File: src/rtl/sector_dma_pkg.sv
package sector_dma_pkg;

    localparam int unsigned HEAD_W   = 2;
    localparam int unsigned TRACK_W  = 2;
    localparam int unsigned SECTOR_W = 3;
    localparam int unsigned BLOCK_W  = 4;
    localparam int unsigned LOC_W    = HEAD_W + TRACK_W + SECTOR_W + BLOCK_W;

    typedef enum logic [1:0] {
        XF_IDLE = 2'd0,
        XF_RUN  = 2'd1,
        XF_DONE = 2'd2
    } xfer_state_e;

    typedef enum logic {
        DIR_DOWN = 1'b0,
        DIR_UP   = 1'b1
    } xfer_dir_e;

    typedef struct packed {
        logic [HEAD_W-1:0]   head;
        logic [TRACK_W-1:0]  track;
        logic [SECTOR_W-1:0] sector;
        logic [BLOCK_W-1:0]  block;
    } disk_loc_t;

    // Advance to the next block; the upper fields are deliberately untouched.
    function automatic disk_loc_t next_block(input disk_loc_t loc);
        disk_loc_t r;
        r       = loc;
        r.block = loc.block + 1'b1;
        return r;
    endfunction

endpackage

File: src/rtl/sdma_ctrl.sv
module sdma_ctrl
    import sector_dma_pkg::*;
#(
    parameter int unsigned CNT_W = 8
) (
    input  logic             clk,
    input  logic             rst,
    input  logic             mclr,
    input  logic             start,
    input  logic             dir_i,
    input  logic [CNT_W-1:0] count_i,
    output logic             load_o,
    output logic             step_o,
    output logic             run_dir_o,
    output logic             busy_down_o,
    output logic             busy_up_o,
    output logic             done_o
);

    localparam logic [CNT_W-1:0] CNT_ONE = CNT_W'(1);

    xfer_state_e      state_q;
    xfer_dir_e        dir_q;
    logic [CNT_W-1:0] left_q;

    assign load_o = start && !mclr && (state_q != XF_RUN);
    assign step_o = (state_q == XF_RUN);

    always_ff @(posedge clk) begin
        if (rst || mclr) begin
            state_q <= XF_IDLE;
            dir_q   <= DIR_DOWN;
            left_q  <= '0;
        end else if (load_o) begin
            dir_q   <= xfer_dir_e'(dir_i);
            left_q  <= count_i;
            state_q <= (count_i == '0) ? XF_DONE : XF_RUN;
        end else if (state_q == XF_RUN) begin
            left_q <= left_q - CNT_ONE;
            if (left_q == CNT_ONE) begin
                state_q <= XF_DONE;
            end
        end
    end

    assign run_dir_o   = dir_q;
    assign busy_down_o = (state_q == XF_RUN) && (dir_q == DIR_DOWN);
    assign busy_up_o   = (state_q == XF_RUN) && (dir_q == DIR_UP);
    assign done_o      = (state_q == XF_DONE);

    // while more than one byte remains, the run continues and the count drops by one
    a_r4_countdown: assert property (@(posedge clk) disable iff (rst)
        (state_q == XF_RUN && left_q > CNT_ONE && !mclr)
            |=> (state_q == XF_RUN && left_q == $past(left_q) - CNT_ONE));

    // an accepted start with a zero count goes straight to done
    a_r7_zero_count: assert property (@(posedge clk) disable iff (rst)
        (load_o && count_i == '0) |=> (state_q == XF_DONE));

    // done holds until a new start or a clear
    a_r9_done_hold: assert property (@(posedge clk) disable iff (rst)
        (state_q == XF_DONE && !start && !mclr) |=> (state_q == XF_DONE));

    // master clear forces idle on the next edge
    a_r10_clear_idle: assert property (@(posedge clk) disable iff (rst)
        mclr |=> (state_q == XF_IDLE));

    // the latched direction never changes mid-run
    a_r11_dir_held: assert property (@(posedge clk) disable iff (rst)
        (state_q == XF_RUN && !mclr) |=> (state_q != XF_RUN || $stable(dir_q)));

endmodule

File: src/rtl/sdma_addr_gen.sv
module sdma_addr_gen
    import sector_dma_pkg::*;
#(
    parameter int unsigned RADDR_W = 8
) (
    input  logic               clk,
    input  logic               rst,
    input  logic               load_i,
    input  logic               step_i,
    input  disk_loc_t          loc_i,
    input  logic [RADDR_W-1:0] base_i,
    output disk_loc_t          loc_o,
    output logic [RADDR_W-1:0] raddr_o
);

    localparam logic [RADDR_W-1:0] RADDR_ONE = RADDR_W'(1);

    disk_loc_t          loc_q;
    logic [RADDR_W-1:0] raddr_q;

    always_ff @(posedge clk) begin
        if (rst) begin
            loc_q   <= '0;
            raddr_q <= '0;
        end else if (load_i) begin
            loc_q   <= loc_i;
            raddr_q <= base_i;
        end else if (step_i) begin
            loc_q   <= next_block(loc_q);
            raddr_q <= raddr_q + RADDR_ONE;
        end
    end

    assign loc_o   = loc_q;
    assign raddr_o = raddr_q;

    // each step moves the RAM address and the block by one together
    a_r5_lockstep: assert property (@(posedge clk) disable iff (rst)
        (step_i && !load_i) |=> (raddr_q == $past(raddr_q) + RADDR_ONE
                                 && loc_q.block == $past(loc_q.block) + 1'b1));

    // stepping never disturbs head, track or sector
    a_r6_upper_hold: assert property (@(posedge clk) disable iff (rst)
        (step_i && !load_i) |=> ($stable(loc_q.head) && $stable(loc_q.track)
                                 && $stable(loc_q.sector)));

endmodule

File: src/rtl/sdma_route.sv
module sdma_route #(
    parameter int unsigned DATA_W = 8
) (
    input  logic              active_i,
    input  logic              up_i,
    input  logic [DATA_W-1:0] disk_rdata_i,
    input  logic [DATA_W-1:0] ram_rdata_i,
    output logic              disk_rd_o,
    output logic              disk_wr_o,
    output logic              ram_rd_o,
    output logic              ram_wr_o,
    output logic [DATA_W-1:0] disk_wdata_o,
    output logic [DATA_W-1:0] ram_wdata_o
);

    always_comb begin
        disk_rd_o = active_i && !up_i;
        ram_wr_o  = active_i && !up_i;
        ram_rd_o  = active_i &&  up_i;
        disk_wr_o = active_i &&  up_i;
    end

    assign ram_wdata_o  = disk_rdata_i;
    assign disk_wdata_o = ram_rdata_i;

endmodule

File: src/rtl/sector_dma.sv
module sector_dma
    import sector_dma_pkg::*;
#(
    parameter int unsigned RADDR_W = 8,
    parameter int unsigned DATA_W  = 8,
    parameter int unsigned CNT_W   = 8
) (
    input  logic                clk,
    input  logic                rst,
    input  logic                mclr,
    input  logic                start,
    input  logic                dir_up,
    input  logic [HEAD_W-1:0]   head_i,
    input  logic [TRACK_W-1:0]  track_i,
    input  logic [SECTOR_W-1:0] sector_i,
    input  logic [BLOCK_W-1:0]  block_i,
    input  logic [RADDR_W-1:0]  ram_base_i,
    input  logic [CNT_W-1:0]    count_i,
    input  logic [DATA_W-1:0]   disk_rdata,
    input  logic [DATA_W-1:0]   ram_rdata,
    output logic [HEAD_W-1:0]   disk_head,
    output logic [TRACK_W-1:0]  disk_track,
    output logic [SECTOR_W-1:0] disk_sector,
    output logic [BLOCK_W-1:0]  disk_block,
    output logic                disk_rd,
    output logic                disk_wr,
    output logic [DATA_W-1:0]   disk_wdata,
    output logic [RADDR_W-1:0]  ram_addr,
    output logic                ram_rd,
    output logic                ram_wr,
    output logic [DATA_W-1:0]   ram_wdata,
    output logic                busy_down,
    output logic                busy_up,
    output logic                done
);

    logic      load, step, run_dir;
    disk_loc_t loc_in, loc_cur;

    assign loc_in = '{head: head_i, track: track_i, sector: sector_i, block: block_i};

    sdma_ctrl #(.CNT_W(CNT_W)) u_ctrl (
        .clk         (clk),
        .rst         (rst),
        .mclr        (mclr),
        .start       (start),
        .dir_i       (dir_up),
        .count_i     (count_i),
        .load_o      (load),
        .step_o      (step),
        .run_dir_o   (run_dir),
        .busy_down_o (busy_down),
        .busy_up_o   (busy_up),
        .done_o      (done)
    );

    sdma_addr_gen #(.RADDR_W(RADDR_W)) u_addr (
        .clk     (clk),
        .rst     (rst),
        .load_i  (load),
        .step_i  (step),
        .loc_i   (loc_in),
        .base_i  (ram_base_i),
        .loc_o   (loc_cur),
        .raddr_o (ram_addr)
    );

    sdma_route #(.DATA_W(DATA_W)) u_route (
        .active_i     (step),
        .up_i         (run_dir),
        .disk_rdata_i (disk_rdata),
        .ram_rdata_i  (ram_rdata),
        .disk_rd_o    (disk_rd),
        .disk_wr_o    (disk_wr),
        .ram_rd_o     (ram_rd),
        .ram_wr_o     (ram_wr),
        .disk_wdata_o (disk_wdata),
        .ram_wdata_o  (ram_wdata)
    );

    assign disk_head   = loc_cur.head;
    assign disk_track  = loc_cur.track;
    assign disk_sector = loc_cur.sector;
    assign disk_block  = loc_cur.block;

    // RAM is written only during a download
    a_r2_ram_wr_in_down: assert property (@(posedge clk) disable iff (rst)
        ram_wr |-> busy_down);

    // the disk is written only during an upload
    a_r3_disk_wr_in_up: assert property (@(posedge clk) disable iff (rst)
        disk_wr |-> busy_up);

    // the end of a normal run raises done on the same edge
    a_r4_busy_to_done: assert property (@(posedge clk) disable iff (rst)
        ((busy_down || busy_up) && !mclr)
            |=> (busy_down || busy_up || done));

endmodule

File: config.mk
export PLATFORM = sky130hd
export DESIGN_NAME = sector_dma
export DESIGN_NICKNAME = d
export VERILOG_FILES = /design/src/rtl/sector_dma_pkg.sv /design/src/rtl/sdma_ctrl.sv /design/src/rtl/sdma_addr_gen.sv /design/src/rtl/sdma_route.sv /design/src/rtl/sector_dma.sv
export SDC_FILE = /design/constraint.sdc
export NUM_CORES = 1
export LEC_CHECK = 0
export ABC_CLOCK_PERIOD_IN_PS = 3200
export BUFFER_PORTS_ARGS = -buffer_cell sky130_fd_sc_hd__buf_2
export CAP_MARGIN = 20
export CORE_AREA = 2 2 62 64
export DETAILED_ROUTE_END_ITERATION = 6
export DIE_AREA = 0 0 64 66
export GPL_ROUTABILITY_DRIVEN = 0
export GPL_TIMING_DRIVEN = 1
export HOLD_SLACK_MARGIN = 0.08
export PLACE_DENSITY = 0.83
export SLEW_MARGIN = 5
export SYNTH_ARGS = -nofsm -noshare
export SYNTH_HDL_FRONTEND = slang
export SYNTH_SLANG_ARGS = --single-unit
export TNS_END_PERCENT = 50
File: constraint.sdc
create_clock -name clk -period 3.2 [get_ports clk]
set_input_delay 0.16 -clock clk [delete_from_list [all_inputs] [get_ports clk]]
set_output_delay 0.16 -clock clk [all_outputs]
set_load 0.02 [all_outputs]
; Yosys cells after proc, flatten, opt, wreduce, memory -nomap -nowiden
; Index checks and enable logic that the tools add are counted.
[totals]
mem_bits_ro = 0
elab_cells = 38
latch_bits = 0
input_bits = 48
reg_bits = 30
output_inout_bits = 42
n_memories = 0
ramBits = 0
[classes]
muxes = 10
addsub = 3
shift = 0
eq_ne = 4
n_reduce_logical = 12
n_mul = 0
bitwise = 1
order_cmp = 0
div = 0
[op_table]
columns = op, count
row1 = two-way mux 8 bit, 4
row2 = two-way mux 11 bit, 1
row3 = adder 8 x 1 -> 8 bit (second input constant), 1
row4 = equality test 8 x 1 -> 1 bit (second input constant), 1
row5 = logical NOT 8 bit, 1
row6 = two-way mux 2 bit, 4
row7 = subtractor 8 x 1 -> 8 bit (second input constant), 1
row8 = logical AND 1 bit, 5
row9 = adder 4 x 1 -> 4 bit (second input constant), 1
row10 = two-way mux 4 bit, 1
row11 = nonzero test 2 bit, 2
row12 = equality test 2 x 1 -> 1 bit (second input constant), 1
row13 = equality test 2 bit (second input constant), 1
row14 = logical NOT 1 bit, 2
row15 = inequality test 2 x 1 -> 1 bit (second input constant), 1
row16 = AND reduction 2 bit, 1
row17 = logical OR 1 bit, 1
row18 = NOT 1 bit, 1

; Depth between registers and ports, before layout
[logic_depth]
word_depth = 5
mapped_depth = 7
depth_no_buf = 6

; Modules after synthesis
; From an unflattened synthesis, not the netlist that was laid out.
[unflattened]
cells_unflattened = 194
area_unflattened_um2 = 1726.7
[modules_own_cells]
columns = mod, seq_area_each_um2, cells_each, instances, area_per_inst_um2
row1 = sdma_addr_gen, 380.4, 97, 1, 875.8
row2 = sdma_ctrl, 220.2, 77, 1, 699.4
row3 = sdma_route, 0.0, 20, 1, 151.4

; Worst setup path before layout
; OpenSTA, ideal clock, no wires.
[synth_timing]
path_kind = reg-to-output
start = register u_ctrl.state_q[1]
end = output disk_rd
required_ns = 3.040
stages_incl_launch_ff = 6
arrival_ns = 1.373
slack_ns = 1.667
cell_sequence = dfxtp_1 > nand2b_1 > buf_6 > clkbuf_1 > nor2_1 > buf_4
[synth_between]
elab_chain_cells = 2
[synth_rtl]
columns = item, line_no
row1 = from (decl), sdma_ctrl.sv:22  ; xfer_state_e state_q;
row2 = from (signal assigned), sdma_ctrl.sv:37  ; state_q <= (count_i == '0) ? XF_DONE : XF_RUN;
row3 = equality test 2 x 1 -> 1 bit, sdma_ctrl.sv:27  ; assign step_o = (state_q == XF_RUN);
row4 = logical AND 1 bit, sdma_route.sv:17  ; disk_rd_o = active_i && !up_i;
row5 = to (decl), sector_dma.sv:25  ; output logic disk_rd,
; No other way between the ends.

; Final worst setup path
[layout_timing]
start = register u_ctrl.state_q[1]
end = register u_addr.raddr_q[7] (netlist: u_addr.raddr_o[7])
[layout_between]
elab_chain_cells = 3
word_cells_on_any_way = 5
classes_between = eq/ne (2) / mux (1) / reduce/logical (2)
[layout_rtl]
columns = item, line_no
row1 = inequality test 2 x 1 -> 1 bit, sdma_ctrl.sv:26  ; assign load_o = start && !mclr && (state_q != XF_RUN);
row2 = logical AND 1 bit, sdma_ctrl.sv:26
row3 = two-way mux 8 bit or nonzero test 2 bit (tied branches), --
row4 = to (signal assigned), sdma_addr_gen.sv:27  ; raddr_q <= base_i;
row5 = to (signal assigned), sdma_addr_gen.sv:30  ; raddr_q <= raddr_q + RADDR_ONE;
row6 = to (decl), sdma_addr_gen.sv:19  ; logic [RADDR_W-1:0] raddr_q;
; Parallel ways exist; a longest one is shown, timed or not.
; A chain may end at the register's enable or synchronous reset.

==> flow_metrics.py <==
metrics = {
    "yosys": {
        "synth.most_common_cell": "dfxtp_1",
        "yosys_most_used_dff": "dfxtp_1",
        "yosysTopAreaCellShare_pct": 37.5,
        "syn_nets": 244,
        "synth_enable_flop_cells": 0,
        "synth_cell_types": 42,
        "synth_area_sq_um": 1600,
        "syn_inst": 192,
        "ys_seq_area_share_pct": 37.5,
        "ys_seq_elements": 30,
        "synth_largest_area_cell": "dfxtp_1",
        "synth_warnings": 0,
        "avgSynthCellArea_sq_um": 8.35,
        "synth_common_cells": "dfxtp_1 (30), nand2_1 (22), buf_4 (21), nor2_1 (21), a21oi_1 (14)",
        "synthArstFlopShare_pct": 0,
        "synth_area_leaders": "dfxtp_1 (37%), buf_4 (9.8%), nand2_1 (5.2%)",
    },
    "place": {
        "dp.cells": 269,
        "portBuffers": 57,
        "post-dp-hpwl_microns": 2690,
        "pre_cts_slack_ps": 1210,
    },
    "timing": {
        "min_period_ps": 1690,
        "fmax_mhz": 593,
        "tns_ps": 0,
        "rsz0062_at_grt": "no",
        "clock_skew_ps": 3.99,
        "relSlewSlack_pct": 62.7,
        "hold_ws_ps": 101,
        "setup_slack_ps": 1510,
        "tightest_slew_ps": 559,
        "finalSetupViolations": 0,
        "min_period_over_period_pct": 52.7,
        "hold_viol": 0,
        "drv_slew": 0,
    },
    "setup_path": {
        "r2r-end": "u_addr.raddr_o[7]",
        "slowest_delay_ps": 460,
        "crit_buf_inv": 1,
        "crit_chain": "nand2b_1, and2_1, buf_4, a211oi_1, a311oi_1",
        "reg2reg_from": "u_ctrl.state_q[1]",
        "reg2regPathDepth": 5,
        "cp.required_ps": 3450,
        "reg2reg_slack_ps": 1510,
        "critPathLaunchType": "register",
        "path_class": "reg -> reg",
        "crit_slowest_cell": "and2_1",
        "setup.worst_path.end_class": "register",
        "arrival_ps": 1930,
        "cp_top_family": "simple AND/OR/NAND/NOR gates",
        "path_max_fanout": 14,
    },
    "power": {
        "p_per_area_nw_per_um2": 398,
        "power_leakage_nw": 0.862,
        "vdd_drop_max_uv": 178,
        "finalPower_mw": 0.762,
    },
    "grt": {
        "grt_pass1_wl_microns": 6530,
        "antenna_found_initial": 0,
        "grt_max_degree": 22,
        "track_usage_pct": 19.9,
        "grt-ovfl-total": 0,
        "grt_pass1_vias": 1486,
    },
    "clock_network": {
        "hold_buffers": 11,
        "post-cts-setup-buffers": 0,
        "htree_levels": 2,
        "cts_buffers": 5,
        "clockBufferDepth": 2,
        "clkLatencyLatePin_ps": 330,
        "root_buffer": "clkbuf_4",
        "cts.clk_slew.worst_paths_ps": 90,
        "ctsResizeCount": 0,
        "cts_tree": "built",
        "clock_sinks": 30,
    },
    "layout": {
        "instances_no_fill": 287,
        "n_antenna_cell": 0,
        "fin_nets": 291,
        "nFillCells": 346,
        "drive_gt1_share_pct": 28.9,
        "area_growth_pct": 19.5,
    },
    "hold_path": {
        "holdPathStages": 3,
        "holdCritPathClass": "in -> reg",
        "min_to": "u_addr.raddr_o[6]",
        "hold_start": "ram_base_i[6]",
    },
    "die": {
        "die_x_microns": 64,
        "boundaryPins": 90,
        "initial_core_util_pct": 45.1,
        "fp-row-count": 22,
        "core_sq_um": 3550,
        "die-area_sq_um": 4220,
        "die_y_microns": 66,
    },
    "run": {
        "maxCapViolations": 0,
    },
    "drt": {
        "dr_wl_met2_microns": 1830,
        "route.met3.wl_microns": 328,
        "antenna_left": 0,
        "wl_met1_microns": 1700,
        "drtIter0Drc": 70,
        "drt-total-wl_microns": 3900,
        "remaining_drc_errors": 0,
        "vias": 1533,
        "first_pass_iters": 4,
        "wl_per_cell_microns": 13.6,
        "viasPerCell": 5.34,
        "topRoutingLayerUsed": "met4",
    },
    "status": {
        "status": "finished clean",
    },
}
per-layer routing:
metal  up-vias  track usage, %
met3         6            7.33
met2        62            33.5
met4         0            6.25
met1       695            23.4
met5         -               0
li1        770               -
cells by family (layout without fill, tap and decap cells):
logic type               after synthesis  count (layout)  synth area share, %
AND/OR/NAND/NOR                       73              73                 23.2
AO/OA/AOI/OAI                         48              48                 20.7
buffers and inverters                 34              81                 13.6
flip-flops                            30              30                 37.5
adder cells (fa/ha/maj)                4               4                 3.12
multiplexers                           3               3                 1.95
cell type report:
class	count	area (sq um)	share of cell area, %
clock buffers	7	45.0	2.35
inverters	4	15.0	0.784
multi-input cells	128	785	41.0
flip-flops and latches	30	601	31.4
well taps	48	60.1	3.14
repair buffers	70	410	21.4
worst reg2reg max path: cells and delay by family (launching register included):
family                 cells  cell delay [ps]
DFF                        1              380
and+or+nand+nor            2              600
AOI/OAI and AO/OA          2              310
buffers and inverters      1              300
power by group:
part           internal [mW]  switching [mW]  leakage, nW
Sequential             0.392          0.0179        0.245
Clock                 0.0827           0.129       0.0254
Combinational         0.0618          0.0792        0.592
Total                  0.536           0.226        0.862
how the worst max path moves through the flow:
| stage | start | end | depth (start not counted) |
|---|---|---|---|
| floorplan | u_ctrl.state_q[1] | disk_rd | 5 |
| global placement | mclr | u_addr.raddr_o[7] | 6 |
| detailed placement | mclr | u_addr.raddr_o[7] | 6 |
| CTS | u_ctrl.state_q[1] | u_addr.raddr_o[7] | 5 |
| global route | u_ctrl.state_q[1] | u_addr.raddr_o[5] | 5 |
| finish | u_ctrl.state_q[1] | u_addr.raddr_o[7] | 5 |
metrics by stage:
step                      cell area, sq um  util [%]
final                                 1920      53.9
after global routing                  1920      53.9
after CTS                             1920      53.9
after detailed placement              1760      49.6
after global placement                1760      49.6
after floorplan                       1600         -
layout by cell type, fill, tap and decap left out, types with 2 or more instances in the layout:
cell           count
a2bb2oi_1          2
buf_4              2
a21oi_1           14
dlygate4sd3_1     11
ha_1               4
mux2i_1            2
nor2b_1            2
and4_1             3
a31oi_1            3
clkbuf_4           5
buf_2             57
a311oi_1           5
o21ai_0            6
a211oi_1           7
clkbuf_1           2
nor3_1             2
nand3_1            4
inv_1              4
nor4_1             5
or3_1              2
nand2_1           22
a22oi_1            2
a221oi_1           3
nor2_1            21
dfxtp_1           30
and2_1             2
flip-flops by register name, summed over array words and instances (netlist names):
register / flops
u_ctrl.left_q: 8
u_addr.loc_o: 11
u_ctrl.state_q: 2
u_addr.raddr_o: 8
u_ctrl.run_dir_o: 1
No activity file was read; power rests on OpenSTA's default activity.
